`src/rtl/hlcd_pkg.sv`:
```
package hlcd_pkg;
   // Field positions derived from the count width
   function automatic int f_hi_lsb(input int cw);
      return cw;
   endfunction
   function automatic int f_stretch_bit(input int cw);
      return 2 * cw;
   endfunction
   function automatic int f_pass_bit(input int cw);
      return 2 * cw + 1;
   endfunction
   function automatic int f_hold_bit(input int cw);
      return 2 * cw + 2;
   endfunction
endpackage

```
`src/rtl/hlcd_cfg.sv`:
```
module hlcd_cfg
   import hlcd_pkg::*;
#(
   parameter int CNT_W  = 6,
   parameter int WORD_W = 32
) (
   input  logic              clk_src,
   input  logic              rst_n,
   input  logic              boundary,
   input  logic [WORD_W-1:0] word,
   output logic [CNT_W-1:0]  hi,
   output logic [CNT_W-1:0]  lo,
   output logic              stretch,
   output logic              pass,
   output logic [CNT_W-1:0]  hi_nxt
);
   localparam int HI_LSB = f_hi_lsb(CNT_W);
   localparam int STR_B  = f_stretch_bit(CNT_W);
   localparam int PAS_B  = f_pass_bit(CNT_W);
   localparam int HLD_B  = f_hold_bit(CNT_W);

   logic [CNT_W-1:0] w_hi, w_lo;
   logic             w_pass, take;

   assign w_lo   = word[CNT_W-1:0];
   assign w_hi   = word[HI_LSB +: CNT_W];
   assign w_pass = word[PAS_B] | ((w_hi == '0) & (w_lo == '0));
   assign take   = boundary & ~word[HLD_B];
   assign hi_nxt = take ? w_hi : hi;

   always_ff @(posedge clk_src or negedge rst_n) begin
      if (!rst_n) begin
         hi      <= '0;
         lo      <= '0;
         stretch <= 1'b0;
         pass    <= 1'b1;
      end else if (take) begin
         hi      <= w_hi;
         lo      <= w_lo;
         stretch <= word[STR_B];
         pass    <= w_pass;
      end
   end

   // setting only moves at a period boundary
   a_r6_cfg_hold: assert property (@(posedge clk_src) disable iff (!rst_n)
      !boundary |=> $stable({hi, lo, stretch, pass}));
   // a divide setting never has zero total
   a_r3_no_zero_ratio: assert property (@(posedge clk_src) disable iff (!rst_n)
      !pass |-> ((hi != '0) || (lo != '0)));
endmodule

```
`src/rtl/hlcd_count.sv`:
```
module hlcd_count #(
   parameter int CNT_W = 6
) (
   input  logic             clk_src,
   input  logic             rst_n,
   input  logic             pass,
   input  logic [CNT_W-1:0] hi,
   input  logic [CNT_W-1:0] lo,
   input  logic [CNT_W-1:0] hi_nxt,
   output logic             boundary,
   output logic             q
);
   localparam int POS_W = CNT_W + 1;

   logic [POS_W-1:0] pos, pos_inc, total;

   assign total    = POS_W'(hi) + POS_W'(lo);
   assign pos_inc  = pos + POS_W'(1);
   assign boundary = pass | (pos_inc == total);

   always_ff @(posedge clk_src or negedge rst_n) begin
      if (!rst_n) begin
         pos <= '0;
         q   <= 1'b0;
      end else if (boundary) begin
         pos <= '0;
         q   <= (hi_nxt != '0);
      end else begin
         pos <= pos_inc;
         q   <= (pos_inc < POS_W'(hi));
      end
   end

   // position stays inside the period
   a_r4_pos_in_period: assert property (@(posedge clk_src) disable iff (!rst_n)
      !pass |-> (pos < total));
   // high phase starts only at period start
   a_r4_rise_at_start: assert property (@(posedge clk_src) disable iff (!rst_n)
      $rose(q) |-> (pos == '0));
   // high phase ends after hi cycles or at a new period
   a_r4_fall_at_hi: assert property (@(posedge clk_src) disable iff (!rst_n)
      $fell(q) |-> ((pos == POS_W'(hi)) || (pos == '0)));
endmodule

```
`src/rtl/hlcd_outmux.sv`:
```
module hlcd_outmux #(
   parameter bit STRETCH_EN = 1'b1
) (
   input  logic clk_src,
   input  logic rst_n,
   input  logic q,
   input  logic stretch,
   input  logic pass,
   output logic clk_out
);
   logic q_late;

   generate
      if (STRETCH_EN) begin : g_stretch
         always_ff @(negedge clk_src or negedge rst_n) begin
            if (!rst_n) q_late <= 1'b0;
            else        q_late <= q;
         end
      end else begin : g_plain
         assign q_late = 1'b0;
      end
   endgenerate

   always_comb begin
      if (!rst_n)       clk_out = 1'b0;
      else if (pass)    clk_out = clk_src;
      else if (stretch) clk_out = q | q_late;
      else              clk_out = q;
   end

   // output low throughout reset
   always_comb begin
      if (!rst_n) a_r1_low_in_reset: assert (!clk_out);
   end
endmodule

```
`src/rtl/hl_clk_div.sv`:
```
module hl_clk_div #(
   parameter int CNT_W      = 6,
   parameter int WORD_W     = 32,
   parameter bit STRETCH_EN = 1'b1
) (
   input  logic              clk_src,
   input  logic              rst_n,
   input  logic [WORD_W-1:0] ctrl_word,
   output logic              clk_out
);
   localparam int MIN_WORD = 2 * CNT_W + 3;

   generate
      if (CNT_W < 1) begin : g_bad_cnt
         $error("CNT_W must be at least 1");
      end
      if (WORD_W < MIN_WORD) begin : g_bad_word
         $error("WORD_W too small for the fields");
      end
   endgenerate

   logic [CNT_W-1:0] hi, lo, hi_nxt;
   logic             stretch, pass, boundary, q;

   hlcd_cfg #(.CNT_W(CNT_W), .WORD_W(WORD_W)) u_cfg (
      .clk_src(clk_src), .rst_n(rst_n), .boundary(boundary), .word(ctrl_word),
      .hi(hi), .lo(lo), .stretch(stretch), .pass(pass), .hi_nxt(hi_nxt));

   hlcd_count #(.CNT_W(CNT_W)) u_count (
      .clk_src(clk_src), .rst_n(rst_n), .pass(pass), .hi(hi), .lo(lo),
      .hi_nxt(hi_nxt), .boundary(boundary), .q(q));

   hlcd_outmux #(.STRETCH_EN(STRETCH_EN)) u_outmux (
      .clk_src(clk_src), .rst_n(rst_n), .q(q), .stretch(stretch),
      .pass(pass), .clk_out(clk_out));
endmodule

```
`config.mk`:
```
export PLATFORM = sky130hd
export DESIGN_NAME = hl_clk_div
export DESIGN_NICKNAME = d
export VERILOG_FILES = /design/src/rtl/hlcd_pkg.sv /design/src/rtl/hlcd_cfg.sv /design/src/rtl/hlcd_count.sv /design/src/rtl/hlcd_outmux.sv /design/src/rtl/hl_clk_div.sv
export SDC_FILE = /design/constraint.sdc
export NUM_CORES = 1
export LEC_CHECK = 0
export BUFFER_PORTS_ARGS = -buffer_cell sky130_fd_sc_hd__buf_4
export CAP_MARGIN = 20
export CORE_MARGIN = 4
export CORE_UTILIZATION = 34
export CTS_BUF_LIST = sky130_fd_sc_hd__clkbuf_4 sky130_fd_sc_hd__clkbuf_8 sky130_fd_sc_hd__clkbuf_16
export CTS_CLUSTER_SIZE = 30
export DETAILED_ROUTE_END_ITERATION = 12
export PLACE_DENSITY_LB_ADDON = 0.05
export SLEW_MARGIN = 10
export SYNTH_ARGS = -nofsm -noshare
export SYNTH_HDL_FRONTEND = slang
export SYNTH_SLANG_ARGS = --single-unit
export TNS_END_PERCENT = 100
```
`constraint.sdc`:
```
create_clock -name clk_src -period 6.2 [get_ports clk_src]
set_input_delay 0.31 -clock clk_src [delete_from_list [all_inputs] [get_ports clk_src]]
set_output_delay 0.31 -clock clk_src [all_outputs]
set_load 0.05 [all_outputs]
```
* Yosys cells after proc, flatten, opt, wreduce, memory -nomap -nowiden
Index checks and enable logic that the tools add are counted.
** Cells by class
- Add/subtract/negate cells :: 2
- Order comparisons :: 1
- Eq/ne operators :: 1
- Muxes and demuxes :: 6
- Bitwise gates (word level) :: 6
- Reductions and logical operators :: 3
** Operator list (number)
- logical NOT 6 bit :: 2
- adder 6 x 6 -> 7 bit :: 1
- adder 7 x 1 -> 7 bit, second input constant :: 1
- == test 7 bit :: 1
- < comparator 7 x 6 -> 1 bit :: 1
- two-way mux 7 bit :: 1
- two-way mux 6 bit :: 1
- nonzero test 6 bit :: 1
- two-way mux 1 bit :: 4
- bitwise OR 1 bit :: 3
- AND 1 bit :: 2
- inverter 1 bit :: 1
** Storage, ports and cells
- Bits in registers :: 23
- Input bits :: 34
- Output and inout port bits :: 1
- Logic and storage cells :: 26

* Longest topological paths before layout
Gate-level depths: netlist of the first run.
- Word-level depth :: 7
- Mapped depth :: 11
- Gate-level depth less buffers :: 9

* Modules after synthesis
From an unflattened synthesis of the first run, not the netlist that was laid out.
** Second synthesis, totals
- Cells, all modules :: 124
- Area total of the unflattened synthesis :: 1472.7 um2
** By module, submodules not included
- hlcd_count :: times used 1, cells an instance 84, area an instance 817.0 um2, sequential area each 200.2 um2
- hlcd_cfg :: times used 1, cells an instance 36, area an instance 609.3 um2, sequential area each 351.6 um2
- hlcd_outmux :: times used 1, cells an instance 4, area an instance 46.3 um2, sequential area each 25.0 um2

==> results of run 1 <==
state kept, by name, indices dropped and copies added (netlist names):
signal	cells
u_cfg.pass	1
u_outmux.q_late	1
u_count.q	1
u_cfg.stretch	1
u_count.pos	7
u_cfg.hi	6
u_cfg.lo	6
critical path, stage by stage, from the launching register on:
cell and delay (ns):
dfrtn_1 0.39, a21oi_1 0.05, a21oi_1 0.14, buf_4 0.22
layer usage:
layer / up-vias / share of wire [%]
met5: - / 0
met4: 0 / 0.60
met3: 4 / 6.8
met2: 51 / 48
met1: 741 / 44
li1: 760 / -
synth_stat cells, drive strengths merged:
cell and n:
ha 12, and2 2, nand2b 1, dfstp 1
dfrtn 1, nor2 10, nand3 6, a21oi 22
nor4 3, a22o 13, and3b 1, xnor2 5
or4 1, nand2 19, o211ai 15, inv 10
mux2i 1, fa 1, nor2b 2, o21ai 4
buf 6, clkbuf 4, xnor3 2, a21o 4
dfrtp 21, a211o 1, a41o 1, nand4 14
clkinv 1, nor3 2, or3 1, xor2 7
a211oi 1
power groups by stage:
stage	clock (mW)	combinational, mW	sequential, mW
CTS	0.159	0.258	0.203
global route	0.168	0.284	0.207
global placement	0.00357	0.252	0.206
floorplan	0.00268	0.203	0.200
detailed placement	0.00357	0.256	0.206
finish	0.151	0.255	0.203
logic make-up (layout without fill, tap and decap cells):
kind of cell | count (synthesis) | after routing | share of synthesized area [%]
multiplexers | 1 | 1 | 0.5670
AO/OA/AOI/OAI | 61 | 61 | 23.67
buffers and inverters | 21 | 37 | 5.740
AND/OR/NAND/NOR | 62 | 62 | 18.78
flip-flops | 23 | 23 | 32.67
XOR/XNOR | 14 | 14 | 8.930
adder cells (fa/ha/maj) | 13 | 13 | 9.638
final timing paths:
check / start / to / slack (ns) / depth (start not counted)
min in group asynchronous: rst_n / u_count.pos[1] / 0.38 / 2
worst max-delay path: u_outmux.q_late / clk_out / 1.59 / 3
worst min-delay path: ctrl_word[13] / u_cfg.pass / 0.22 / 3
worst min register to register: u_count.pos[0] / u_count.pos[0] / 0.57 / 1
worst max register to register: u_count.q / u_outmux.q_late / 2.59 / 0
max in group asynchronous: rst_n / u_outmux.q_late / 2.59 / 2
final cells by class:
class,count,area [sq um]
fill,518,2855
multi-input combinational,151,1087
sequential,23,576.8
timing repair buffer,18,137.6
clock buffer,8,97.59
tap,67,83.83
inverter,11,41.29
through the flow:
step	area, sq um	std cells	worst slack [ns]	hold slack (ns)	util [%]
4_1_cts	2024	278	1.576	0.2062	41.49
2_1_floorplan	1765	195	1.582	0.01441	-
5_1_grt	2024	278	1.486	0.2059	41.49
3_3_place_gp	1924	270	2.017	0.2302	39.44
6_report	2024	278	1.586	0.2165	41.49
3_5_place_dp	1924	270	2.016	0.2330	39.44
==> run metrics, run 1 <==
hold buffer count at cts 1; DRT Wirelength 4.694 mm; Port Buffers 17; Pwr Total roughly 0.61 mW; commonest cells after routing, fill and taps aside a21oi_1 (21), dfrtp_1 (21), nand2_1 (19), buf_4 (18), o211ai_1 (15); DR iter-0 viols around 100; Worst-path clk slew 0.08 ns; M2 GR Usage 25.83%; register area share after synthesis 32.67%; Final Max Tran Viols 0; crit end category output port; clk_skew 0.02615 ns; drt wl/cell 16.88 um; DR pass1 iterations 4; GR Util met3 5.381%; worst slew pin tran 0.9759 ns; final hold vios 0; Max Fanout on Critical Path 1; Slew HR 34.70%; Sequential Power Share 33.4%; core area 0.004880 sq mm; row cnt 25; Post-Syn Nets 242; post-route antenna net violation count 0; syn avg cell area 9.054 sq um; HPWL Detailed 3.400 mm; Die H between 80 and 90 um; # diodes 0; top cells by area, synth dfrtp_1 (30%), ha_1 (8.5%), a22o_1 (6.4%); switching share of power 38.00%; Final TNS setup 0 ns; Setup Viol. Count Final 0; die footprint about 0.0064 sq mm; internal power 0.3780 mW; area leader, netlist dfrtp_1; CTS-repair resized insts 0; Post-CTS Setup Bufs 0; via count normalized by instance count ~5.6; vias post-DR 1556; largest net degree at the start of global routing 25; flip-flop and latch count after synthesis 23; Clock Latency Late Sink 0.39 ns; Nets 259; critical path data required time 5.89 ns; Max-Cap Viols 0; Congestion Overflow GR 0; outcome complete, no violations; ratio of cells with drive above 1 in the final layout 15.64%; Peak VDD IR between 0.1 and 0.15 mV; Hold/Removal Path Class in -> reg; Crit path arrival time roughly 4.3 ns; RSZ-0062 raised after global routing false; global-route wire length before repair 7.838 mm; count of different cell masters after synthesis 40; GRT met1 Usage between 20% and 30%; DRC 0; Syn Inst Count 195; Synth warnings 0; initial antenna violation count 0; Pwr per Cell Area 301.2 mW/mm^2; Worst setup SP type register; Total Routing Usage GR 16.23%; Die X 80.06 um; CTS tree done; Setup CP Type reg -> out; mapped cell area approximately 0.0018 sq mm; Syn-to-layout area delta 14.67%; Initial Util between 30% and 40%; Pleak 0.9301 nW; vias in the first global route between 1500 and 2000; Logic pwr share 41.8%; P_sw 0.2317 mW; gp weighted congestion 0.8110; IO Pins 35; Synth top area share just under 30%; clock share of power 24.8%; most used routing layer met2
Note: power is estimated with default switching activity, not from simulation.
==> inputs of run 2 (changes only) <==
==> constraint.sdc (replaced) <==
create_clock -name clk_src -period 4.7 [get_ports clk_src]
set_input_delay 0.235 -clock clk_src [delete_from_list [all_inputs] [get_ports clk_src]]
set_output_delay 0.235 -clock clk_src [all_outputs]
set_load 0.05 [all_outputs]
==> run 2 against run 1 <==
Compared with the run above: core utilization down 0.051 points; power grew 32%; combinational power rose by 33%; routed wire length up 1.5%; first-iteration DRC count shrank 28%; setup slack worse by 0.68 ns; flip-flop and latch count unchanged; via count is 0.39% lower; critical path type unchanged; critical endpoint unchanged.
==> run metrics, run 2 (synthesized netlist as in run 1, its figures left out) <==
CTS-repair resized insts 0; switching share of power between 30% and 40%; Post-Place Setup Slack 1.341 ns; biggest regs u_count.pos: 7 flops, u_cfg.hi: 6 flops, u_cfg.lo: 6 flops; Port Buffers 17; Largest register FFs 7; Setup CP Type reg -> out; RSZ-0062 raised after global routing false; Clock Latency Late Sink about 0.4 ns; Congestion Overflow GR 0; worst hold path depth 3; global-route wire length before repair 8.073 mm; final core utilization 41.44%; Nets approximately 260; final hold vios 0; die footprint 0.006410 sq mm; worst slew pin tran ~0.95 ns; initial antenna violation count 0; Crit Reg-Reg Endpoint u_cfg.lo[1]; clk_skew 0.02335 ns; clock share of power 24.5%; DRT Wirelength 4.765 mm; Pwr per Cell Area 399.1 mW/mm^2; Sequential Power Share 33.3%; P_sw 0.3143 mW; Final Max Tran Viols 0; min-delay src ctrl_word[13]; drt wl/cell 17.14 um; Slew HR 36.28%; ratio of cells with drive above 1 in the final layout between 10% and 20%; Max-Cap Viols 0; HPWL Detailed between 3 and 4 mm; Worst setup SP type register; Syn-to-layout area delta 14.53%; Top reg by flops u_count.pos; Pleak between 0.9 and 1 nW; Hold/Removal Path Class in -> reg; Setup Viol. Count Final 0; Total Routing Usage GR 16.64%; worst reg-to-reg setup slack 1.56 ns; via count normalized by instance count roughly 5.6; Max Fanout on Critical Path 1; Setup WS post-layout 0.9111 ns; # diodes 0; Die H 80.06 um; outcome complete, no violations; R2R cell count 9; CTS tree done; Worst-path clk slew 0.09 ns; hold path endpoint u_cfg.pass; DR iter-0 viols 75; RR Startpoint u_cfg.hi[0]; Crit path arrival time 3.55 ns; row cnt 25; crit end category output port; core area 0.004880 sq mm; layout filler cell count approximately 530; commonest cells after routing, fill and taps aside a21oi_1 (21), dfrtp_1 (21), nand2_1 (19), buf_4 (18), o211ai_1 (15); Die X between 80 and 90 um; Initial Util 36.18%; DR pass1 iterations 4; gp weighted congestion 0.7611; Final TNS setup 0 ns; Peak VDD IR 0.1227 mV; vias post-DR approximately 1600; DRC 0; critical path data required time 4.47 ns; internal power 0.4927 mW; Pwr Total a little over 0.8 mW; IO Pins 35; post-route antenna net violation count 0; Logic pwr share a little over two fifths; largest net degree at the start of global routing 25; vias in the first global route 1616
## run 2: changes by cell type in the layout (fill, tap and decap cells not counted)
cell	delta
clkbuf_4	-1
clkinv_2	+1
## run 2: per-stage QoR
| step | instance area (sq um) | std cells | hold slack, ns |
|---|---|---|---|
| 3_3_place_gp | 1924 | 270 | 0.1584 |
| 2_1_floorplan | 1765 | 195 | -0.06059 |
| 6_report | 2022 | 278 | 0.1233 |
| 5_1_grt | 2022 | 278 | 0.1260 |
| 3_5_place_dp | 1924 | 270 | 0.1581 |
| 4_1_cts | 2022 | 278 | 0.1277 |
## run 2: power groups by stage
stage / clock (mW) / sequential, mW / combinational (mW)
2_1_floorplan: 0.00353 / 0.264 / 0.267
3_3_place_gp: 0.00471 / 0.272 / 0.331
3_5_place_dp: 0.00471 / 0.272 / 0.338
4_1_cts: 0.204 / 0.269 / 0.340
5_1_grt: 0.216 / 0.274 / 0.375
6_report: 0.198 / 0.269 / 0.340
## run 2: worst max path at each step
| stage | cells after the start | end | startpoint |
|---|---|---|---|
| 6_report | 3 | clk_out | u_outmux.q_late |
| 5_1_grt | 3 | clk_out | u_outmux.q_late |
| 4_1_cts | 3 | clk_out | u_outmux.q_late |
| 3_5_place_dp | 3 | clk_out | u_outmux.q_late |
| 3_3_place_gp | 3 | clk_out | u_outmux.q_late |
| 2_1_floorplan | 2 | clk_out | u_outmux.q_late |
## run 2: final cells by class
cell class / count / area [sq um] / area share (%)
clock inverter: 1 / 5.005 / 0.2475
multi-input combinational: 151 / 1087 / 53.77
clock buffer: 7 / 90.09 / 4.455
timing repair buffer: 18 / 137.6 / 6.807
inverter: 11 / 41.29 / 2.042
tap: 67 / 83.83 / 4.146
sequential: 23 / 576.8 / 28.53
## run 2: worst max-delay path, cell delays in order (launching register included)
cell	delay, ns
dfrtn_1	0.39
a21oi_1	0.05
a21oi_1	0.14
buf_4	0.22
## run 2: timing repair
item,CTS,global route
hold buffers,1,0
endpoints found under the hold margin,21,0
setup buffers,0,0
## run 2: metal layers
metal / vias up / GRT usage (%) / part of all wire [%]
met1: 756 / 21.97 / 49
met4: 0 / 5.743 / 0.29
met3: 2 / 4.372 / 4.2
li1: 755 / - / -
met2: 37 / 26.24 / 47
met5: - / 0 / 0
